### config.mk
export PLATFORM = sky130hd
export DESIGN_NAME = async_rx
export DESIGN_NICKNAME = d
export VERILOG_FILES = /design/src/rtl/rx_pkg.sv /design/src/rtl/rx_sync.sv /design/src/rtl/rx_framer.sv /design/src/rtl/rx_status.sv /design/src/rtl/async_rx.sv
export SDC_FILE = /design/constraint.sdc
export NUM_CORES = 1
export LEC_CHECK = 0
export BUFFER_PORTS_ARGS = -buffer_cell sky130_fd_sc_hd__buf_4
export CORE_MARGIN = 2
export CORE_UTILIZATION = 42
export CTS_CLUSTER_SIZE = 24
export DETAILED_ROUTE_END_ITERATION = 16
export PLACE_DENSITY = 0.65
export RECOVER_POWER = 100
export SYNTH_ARGS = -nofsm -noshare
export SYNTH_HDL_FRONTEND = slang
export SYNTH_SLANG_ARGS = --single-unit
### constraint.sdc
create_clock -name clk -period 2.8 [get_ports clk]
set_clock_uncertainty 0.15 [all_clocks]
set_input_delay 0.42 -clock clk [delete_from_list [all_inputs] [get_ports clk]]
set_output_delay 0.42 -clock clk [all_outputs]
set_load 0.03 [all_outputs]
### src/rtl/rx_pkg.sv
package rx_pkg;
  localparam int WORD_MAX = 8;
  localparam int LEN_MIN = 5;

  typedef enum logic [2:0] {
    S_IDLE, S_START, S_DATA, S_PAR, S_STOP, S_HOLD
  } rx_state_t;

  // number of data bits for a length select code
  function automatic logic [3:0] word_bits(input logic [1:0] sel);
    return 4'(LEN_MIN) + {2'b00, sel};
  endfunction

  // bits enter from the top, so shift down by the unused positions
  function automatic logic [WORD_MAX-1:0] align_word(input logic [WORD_MAX-1:0] sh,
                                                     input logic [1:0] sel);
    logic [3:0] unused;
    unused = 4'(WORD_MAX) - word_bits(sel);
    return sh >> unused;
  endfunction

  // parity holds when total ones over data and parity bit match the rule
  function automatic logic parity_ok(input logic [WORD_MAX-1:0] d, input logic pbit,
                                     input logic odd);
    return ((^d) ^ pbit) == odd;
  endfunction
endpackage

### src/rtl/rx_sync.sv
module rx_sync #(
  parameter int STAGES = 2
) (
  input  logic clk,
  input  logic rst_n,
  input  logic din,
  output logic dout
);
  logic [STAGES-1:0] pipe;

  always_ff @(posedge clk or negedge rst_n) begin
    if (!rst_n) pipe <= '1;
    else        pipe <= {pipe[STAGES-2:0], din};
  end

  assign dout = pipe[STAGES-1];
endmodule

### src/rtl/rx_framer.sv
module rx_framer
  import rx_pkg::*;
#(
  parameter int OVS = 16
) (
  input  logic                clk,
  input  logic                rst_n,
  input  logic                tick,
  input  logic                line,
  input  logic [1:0]          cfg_len,
  input  logic                par_en,
  input  logic                par_odd,
  output logic                done,
  output logic [WORD_MAX-1:0] word,
  output logic                perr,
  output logic                ferr,
  output logic                brk,
  output logic                glitch
);
  localparam int CW = $clog2(OVS);
  localparam int IW = $clog2(WORD_MAX);
  localparam logic [CW-1:0] MID  = CW'(OVS/2 - 1);
  localparam logic [CW-1:0] LAST = CW'(OVS - 1);

  rx_state_t           state;
  logic [CW-1:0]       cnt;
  logic [IW-1:0]       idx;
  logic [WORD_MAX-1:0] shreg;
  logic                all_low;
  logic                pbit;
  logic [IW-1:0]       last_idx;
  logic [WORD_MAX-1:0] aligned;

  assign last_idx = IW'(word_bits(cfg_len) - 4'd1);
  assign aligned  = align_word(shreg, cfg_len);

  always_ff @(posedge clk or negedge rst_n) begin
    if (!rst_n) begin
      state   <= S_IDLE;
      cnt     <= '0;
      idx     <= '0;
      shreg   <= '0;
      all_low <= 1'b0;
      pbit    <= 1'b0;
      done    <= 1'b0;
      word    <= '0;
      perr    <= 1'b0;
      ferr    <= 1'b0;
      brk     <= 1'b0;
      glitch  <= 1'b0;
    end else begin
      done   <= 1'b0;
      glitch <= 1'b0;
      case (state)
        S_IDLE: begin
          if (tick && !line) begin
            state <= S_START;
            cnt   <= '0;
          end
        end
        S_START: begin
          if (tick) begin
            if (cnt == MID) begin
              cnt <= '0;
              if (line) begin
                state  <= S_IDLE;
                glitch <= 1'b1;
              end else begin
                state   <= S_DATA;
                idx     <= '0;
                shreg   <= '0;
                all_low <= 1'b1;
              end
            end else begin
              cnt <= cnt + 1'b1;
            end
          end
        end
        S_DATA: begin
          if (tick) begin
            if (cnt == LAST) begin
              cnt     <= '0;
              shreg   <= {line, shreg[WORD_MAX-1:1]};
              all_low <= all_low & ~line;
              if (idx == last_idx) state <= par_en ? S_PAR : S_STOP;
              else                 idx   <= idx + 1'b1;
            end else begin
              cnt <= cnt + 1'b1;
            end
          end
        end
        S_PAR: begin
          if (tick) begin
            if (cnt == LAST) begin
              cnt     <= '0;
              pbit    <= line;
              all_low <= all_low & ~line;
              state   <= S_STOP;
            end else begin
              cnt <= cnt + 1'b1;
            end
          end
        end
        S_STOP: begin
          if (tick) begin
            if (cnt == LAST) begin
              cnt   <= '0;
              done  <= 1'b1;
              word  <= aligned;
              perr  <= par_en && !parity_ok(aligned, pbit, par_odd);
              ferr  <= !line && !all_low;
              brk   <= !line && all_low;
              state <= line ? S_IDLE : S_HOLD;
            end else begin
              cnt <= cnt + 1'b1;
            end
          end
        end
        S_HOLD: begin
          if (line) state <= S_IDLE;
        end
        default: state <= S_IDLE;
      endcase
    end
  end
endmodule

### src/rtl/rx_status.sv
module rx_status
  import rx_pkg::*;
(
  input  logic                clk,
  input  logic                rst_n,
  input  logic                done,
  input  logic [WORD_MAX-1:0] word,
  input  logic                perr,
  input  logic                ferr,
  input  logic                brk,
  input  logic                data_rd,
  input  logic                stat_rd,
  output logic                load,
  output logic                ovr_evt,
  output logic [WORD_MAX-1:0] rx_byte,
  output logic                rx_ready,
  output logic                err_overrun,
  output logic                err_parity,
  output logic                err_frame,
  output logic                err_break
);
  logic good;

  assign good    = done && !brk;
  assign load    = good && (!rx_ready || data_rd);
  assign ovr_evt = good && rx_ready && !data_rd;

  always_ff @(posedge clk or negedge rst_n) begin
    if (!rst_n) begin
      rx_byte     <= '0;
      rx_ready    <= 1'b0;
      err_overrun <= 1'b0;
      err_parity  <= 1'b0;
      err_frame   <= 1'b0;
      err_break   <= 1'b0;
    end else begin
      if (load) begin
        rx_byte  <= word;
        rx_ready <= 1'b1;
      end else if (data_rd) begin
        rx_ready <= 1'b0;
      end
      err_overrun <= (err_overrun & ~stat_rd) | ovr_evt;
      err_parity  <= (err_parity  & ~stat_rd) | (good & perr);
      err_frame   <= (err_frame   & ~stat_rd) | (done & ferr);
      err_break   <= (err_break   & ~stat_rd) | (done & brk);
    end
  end
endmodule

### src/rtl/async_rx.sv
module async_rx #(
  parameter int OVS         = 16,
  parameter int SYNC_STAGES = 2
) (
  input  logic       clk,
  input  logic       rst_n,
  input  logic       tick16,
  input  logic       rx_line,
  input  logic [1:0] cfg_len,
  input  logic       cfg_par_en,
  input  logic       cfg_par_odd,
  input  logic       data_rd,
  input  logic       stat_rd,
  output logic [7:0] rx_byte,
  output logic       rx_ready,
  output logic       err_overrun,
  output logic       err_parity,
  output logic       err_frame,
  output logic       err_break
);
  logic       line_s;
  logic       frame_done;
  logic [7:0] frame_word;
  logic       frame_perr;
  logic       frame_ferr;
  logic       frame_brk;
  logic       start_glitch;
  logic       word_load;
  logic       overrun_evt;

  rx_sync #(.STAGES(SYNC_STAGES)) u_sync (
    .clk(clk), .rst_n(rst_n), .din(rx_line), .dout(line_s)
  );

  rx_framer #(.OVS(OVS)) u_framer (
    .clk(clk), .rst_n(rst_n), .tick(tick16), .line(line_s),
    .cfg_len(cfg_len), .par_en(cfg_par_en), .par_odd(cfg_par_odd),
    .done(frame_done), .word(frame_word), .perr(frame_perr),
    .ferr(frame_ferr), .brk(frame_brk), .glitch(start_glitch)
  );

  rx_status u_status (
    .clk(clk), .rst_n(rst_n), .done(frame_done), .word(frame_word),
    .perr(frame_perr), .ferr(frame_ferr), .brk(frame_brk),
    .data_rd(data_rd), .stat_rd(stat_rd),
    .load(word_load), .ovr_evt(overrun_evt),
    .rx_byte(rx_byte), .rx_ready(rx_ready), .err_overrun(err_overrun),
    .err_parity(err_parity), .err_frame(err_frame), .err_break(err_break)
  );
endmodule

==> results of run 1 <==
-- cell type report --
type / instances / area share [%]
Multi-Input combinational cell: 182 / 42.9
Tap cell: 75 / 3.34
Timing Repair Buffer: 26 / 5.07
Clock buffer: 5 / 2.45
Clock inverter: 3 / 2.40
Inverter: 14 / 1.87
Sequential cell: 47 / 41.9
-- through the flow --
step	instance area, µm²	total power, mW	setup WS, ps	utilization [%]
finish	2810	1.96	455	47.8
global route	2810	2.09	297	47.8
CTS	2890	2.01	648	49.1
detailed placement	2750	1.40	636	46.7
global placement	2750	1.39	691	46.7
floorplan	2540	1.27	882	-
-- layer usage --
| layer | up-vias | track usage (%) |
|---|---|---|
| li1 | 954 | - |
| met1 | 871 | 21.8 |
| met2 | 58 | 24.8 |
| met3 | 5 | 3.85 |
| met4 | 0 | 6.17 |
| met5 | - | 0 |
-- how the worst max path moves through the flow --
stage	end	slack (ps)	cells past startpoint	from
2_1_floorplan	u_framer.perr	880	6	cfg_len[1]
3_3_place_gp	u_framer.state[0]	690	5	u_framer.state[1]
3_5_place_dp	u_framer.perr	640	6	cfg_len[1]
4_1_cts	u_framer.state[0]	650	5	u_framer.state[0]
5_1_grt	u_framer.state[0]	300	5	u_framer.state[0]
6_report	u_framer.state[0]	460	5	u_framer.state[0]
-- cells by family (layout without fill, tap and decap cells) --
kind of cell | Yosys count | count (layout) | share of synthesized area, %
AO/OA/AOI/OAI | 72 | 72 | 18.8
AND/OR/NAND/NOR | 78 | 78 | 14.4
XOR/XNOR | 10 | 10 | 5.11
adder cells (fa/ha/maj) | 2 | 2 | 0.983
multiplexers | 20 | 20 | 9.19
flip-flops | 47 | 47 | 46.3
buffers and inverters | 31 | 48 | 5.21
-- synth_stat cells, types with 4 or more instances --
cell type  number  area (µm²)
mux2_2         10         113
buf_2           7        35.0
o21ai_0        33         165
nor2_1          6        22.5
nand2_1        41         154
inv_1          12        45.0
o21ai_1         6        30.0
xor2_1          5        43.8
nand3_1         9        45.0
nor3_1          5        25.0
a21oi_1         6        30.0
clkbuf_1        9        33.8
o31ai_1         4        30.0
and3_1          6        37.5
dfrtp_1        45        1130
mux2i_1         5        50.1
-- power by group through the flow --
| stage | logic (mW) | clock network, mW | registers [mW] |
|---|---|---|---|
| floorplan | 0.476 | 0 | 0.789 |
| global placement | 0.519 | 0 | 0.870 |
| detailed placement | 0.529 | 0 | 0.873 |
| CTS | 0.532 | 0.616 | 0.860 |
| global route | 0.572 | 0.640 | 0.874 |
| finish | 0.501 | 0.597 | 0.861 |
-- worst max-delay path: stages (launching register included) --
cell and delay (ps):
dfrtp_1 620, nor2_1 280, and3_1 260, a2111oi_0 380, o21ai_0 190, mux2_1 340
-- flip-flops by register name, summed over array words and instances, names as in the netlist, 2 cells and up --
name              flops
u_framer.word         8
u_framer.cnt          4
u_framer.state        3
u_framer.idx          3
u_status.rx_byte      8
u_framer.shreg        8
u_sync.pipe           2
-- repair_timing --
item	in CTS	in global routing
endpoints found under the setup margin	0	0
hold buffers	1	0
hold endpoints to repair	45	0
==> results.md, run 1 <==
- Overflow after GRT: 0
- Synth Register Bits: 47
- Detailed route wirelength on metal3: 261 µm
- CTS HTree Levels: 2
- CTS Root Cell: clkbuf_8
- Final Routed Wirelength: 4.87 mm
- Detailed placement HPWL: roughly 3.4 mm
- Required @ worst endpoint: 2840 ps
- Final cell count without fillers: 352
- Antenna Nets Post-Route: 0
- Die Width: ~82 µm
- Critical hold path startpoint: rx_line
- Placed insts: 343
- Vias in the first global route: about 1.8k
- Net Sw Frac: 33.4%
- Reg2Reg Depth: 5
- Clk sink count: 47
- # resized after CTS: 0
- Total CTS buffers: 5
- Clock Latency Late Sink: 300 ps
- Ports: 23
- Hold Crit Depth: 1
- WL met2: 2.16 mm
- Fin crit share: 83.7%
- Type of the worst setup path: reg -> reg
- Top sig layer: met4
- CP endpoint kind: flop
- FF-to-FF Start: u_framer.state[0]
- Peak supply drop: 0.288 mV
- DRT iter0 DRCs: 130
- Setup violations, final: 0
- Tmin final: 2340 ps
- Global-route wire length before repair: 8.28 mm
- Post-synthesis cell area: 2540 µm²
- DR pass1 iterations: 4
- Most frequent cells in the layout: dfrtp_1 (45), nand2_1 (41), o21ai_0 (39)
- Crit path max fanout: 16
- Pwr/cell area: 697 nW/µm²
- Clock group share of total power: 30.5%
- Async S/R FF share, synth: 100%
- Slew headroom: 24.0%
- Starting Density: 43.2%
- Max Freq: between 0.4 and 0.5 GHz
- Avg WL per Cell: 13.8 µm
- Critical R2R Capture: u_framer.state[0]
- CORE AREA: 5890 µm²
- Die Span Y: 81.8 µm
- Multi-input logic area: 1210 µm²
- Number of warnings issued by yosys: 0
- Max-cap violations: 0
- # diodes: 0
- Synth cell types: 55
- Clock slew at the register clock pins of the worst setup and hold paths: 90 ps
- Synth Area per Inst: 9.79 µm²
- Gr usage total: 16.1%
- Status: finished, final reports clean
- Die area: 6700 µm²
- RSZ-0062 raised after global routing: no
- Lkg Pwr: 1.29 nW
- Initial antenna violation count: 0
- Hold crit path type: in -> reg
- Cell-internal power: 1.31 mW
- Post-synth top flop: dfrtp_1
- Gpl congestion: 0.811
- M1 WL: 2.38 mm
- IO Port Bufs: 22
- Reg area: 1180 µm²
- EDFF count, synth: 0
- # rows: 28
- Post-Route Setup TNS: 0 ps
- CTS tree: done
- Vias/cell: 5.36
- Largest net degree at the start of global routing: 48
- Sequential share of power: 44.0%
- Synth Net Count: 272
- Hold slack: 65.2 ps
- DRC: 0
- Cell count after synthesis: 260
- Hold Vio Cnt, Final: 0
- Fillers: 581
- Worst Hold End: u_sync.pipe[0]
- Via count: about 1.9k
- Switch Pwr: 0.654 mW
- Clock Tree Buf Depth: 2
- Worst-margin pin slew: between 1000 and 1500 ps
- Crit path DAT: between 2000 and 2500 ps
- Final net count: about 290
- Flop2flop setup slack: 460 ps
- Setup bufs post-CTS: 0
- Seq/Total Area, Yosys: between 40% and 50%
- Most common cell after layout, fill and taps aside: dfrtp_1
- Combinational Power Share: 25.6%
- Worst setup SP type: flop
- Area growth syn-to-layout: 10.5%
- Layout cell share with drive strength beyond 1: 13.7%
- Max Slew Vio Count: 0
Note: power is estimated with default switching activity, not from simulation.
==> run 2, diff against run 1 <==
--- a/config.mk
+++ b/config.mk
@@ -10,7 +10,7 @@
 export CORE_UTILIZATION = 42
 export CTS_CLUSTER_SIZE = 24
 export DETAILED_ROUTE_END_ITERATION = 16
-export PLACE_DENSITY = 0.65
+export PLACE_DENSITY = 0.67
 export RECOVER_POWER = 100
 export SYNTH_ARGS = -nofsm -noshare
 export SYNTH_HDL_FRONTEND = slang
==> constraint.sdc (replaced) <==
create_clock -name clk -period 2 [get_ports clk]
set_clock_uncertainty 0.15 [all_clocks]
set_input_delay 0.3 -clock clk [delete_from_list [all_inputs] [get_ports clk]]
set_output_delay 0.3 -clock clk [all_outputs]
set_load 0.03 [all_outputs]
==> results.md, run 2 (synthesis results as in run 1) <==
- Hold slack: 38.6 ps
- Slew headroom: 23.6%
- Placed insts: 362
- Vias/cell: 5.28
- Max Freq: approximately 0.51 GHz
- RSZ-0062 raised after global routing: yes
- Gpl congestion: between 0.8 and 0.9
- Placed cell area: 2890 µm²
- DRT iter0 DRCs: 154
- Largest net degree at the start of global routing: 48
- Most common cell after layout, fill and taps aside: dfrtp_1
- Status: finished, final reports clean
- Flop2flop setup slack: 50 ps
- FF-to-FF Start: u_framer.state[0]
- Critical R2R Capture: u_framer.state[0]
- # rows: 28
- Layout cell share with drive strength beyond 1: 22.1%
- Final Routed Wirelength: 5.10 mm
- Avg WL per Cell: 13.6 µm
- Core Util, Final: 50.9%
- CTS Root Cell: clkbuf_8
- Ports: 23
- Detailed placement HPWL: 3.61 mm
- Antenna Nets Post-Route: 0
- Fillers: ~550
- Clock Tree Buf Depth: 2
- CP endpoint kind: flop
- DP Worst Slack: -23.6 ps
- Clock slew at the register clock pins of the worst setup and hold paths: 90 ps
- Crit path max fanout: 10
- Final cell count without fillers: 374
- Global-route wire length before repair: 8.86 mm
- Most frequent cells in the layout: dfrtp_1 (44), nand2_1 (41), o21ai_0 (33)
- Cell area after layout: around 3000 µm²
- Worst Hold End: u_status.err_overrun
- Hold Crit Depth: 2
- CTS tree: done
- Final WS setup: between 50 and 60 ps
- Vias in the first global route: 1917
- Reg2Reg Depth: 5
- Worst setup SP type: flop
- Critical hold path startpoint: stat_rd
- DR pass1 iterations: 4
- Biggest regs: u_framer.shreg x8, u_framer.word x8, u_status.rx_byte x8
- Max-cap violations: 0
- DRC: 0
- Overflow after GRT: 0
- Pwr/cell area: 927 nW/µm²
- CORE AREA: ~5900 µm²
- Area growth syn-to-layout: 17.6%
- Total CTS buffers: 5
- Setup violations, final: 0
- Lkg Pwr: ~1.4 nW
- Die Span Y: 81.8 µm
- Type of the worst setup path: reg -> reg
- Die Width: just over 80 µm
- Die area: 6700 µm²
- Post-Route Setup TNS: 0 ps
- # diodes: 0
- Final net count: 310
- Tot Pwr: 2.77 mW
- Required @ worst endpoint: 2040 ps
- Gr usage total: between 10% and 20%
- Fin crit share: 97.4%
- Hold Vio Cnt, Final: 0
- IO Port Bufs: 22
- Hold crit path type: in -> reg
- Worst-margin pin slew: 1150 ps
- Crit path DAT: 1990 ps
- Peak supply drop: 0.459 mV
- Tmin final: approximately 1900 ps
- Clock Latency Late Sink: between 300 and 400 ps
- CTS HTree Levels: 2
- Max Slew Vio Count: 0
- Starting Density: ~43%
- Clk sink count: 47
- Initial antenna violation count: 0
- Via count: 1974
## run 2: critical path, cell delays in order (launching register included)
cell	delay, ps
dfrtp_2	480
or3b_1	430
a31oi_4	260
a2111oi_4	90
o21ai_1	100
mux2_1	340
## run 2: final cells by class
class | count | area, µm² | share of cell area (%)
multi-input cells | 182 | 1260 | 42.2
flip-flops and latches | 47 | 1180 | 39.4
repair buffers | 48 | 314 | 10.5
well taps | 75 | 93.8 | 3.14
clock buffers | 5 | 68.8 | 2.30
inverters | 14 | 52.6 | 1.76
clock inverters | 3 | 20.0 | 0.669
## run 2: where the power goes
group | switching (mW) | internal (mW) | leakage, nW
registers | 0.111 | 1.03 | 0.631
clock network | 0.336 | 0.244 | 0.0402
logic | 0.555 | 0.495 | 0.704
total | 1.00 | 1.77 | 1.37
## run 2: how the worst max path moves through the flow
stage	start	to	slack, ps	cells past startpoint
floorplan	u_framer.cnt[0]	u_framer.state[0]	110	6
global placement	u_framer.cnt[0]	u_framer.state[0]	50	6
detailed placement	u_framer.cnt[0]	u_framer.state[0]	-20	6
CTS	u_framer.shreg[3]	u_framer.perr	20	5
global route	u_framer.cnt[0]	u_framer.state[0]	-40	6
finish	u_framer.state[0]	u_framer.state[0]	50	5
## run 2: per-layer routing
layer	track usage, %	share of wire (%)	vias up
met5	0	0	-
met4	7.33	1.1	0
met3	3.63	5.3	4
met2	25.4	44	48
met1	24.1	49	928
li1	-	-	994
## run 2: timing repair
item	4_1_cts	5_1_grt
cloned	0	0
setup endpoints to repair	1	4
resized for setup	1	4
hold buffers	2	0
pin swaps	1	1
setup buffers	1	1
endpoints found under the hold margin	46	0
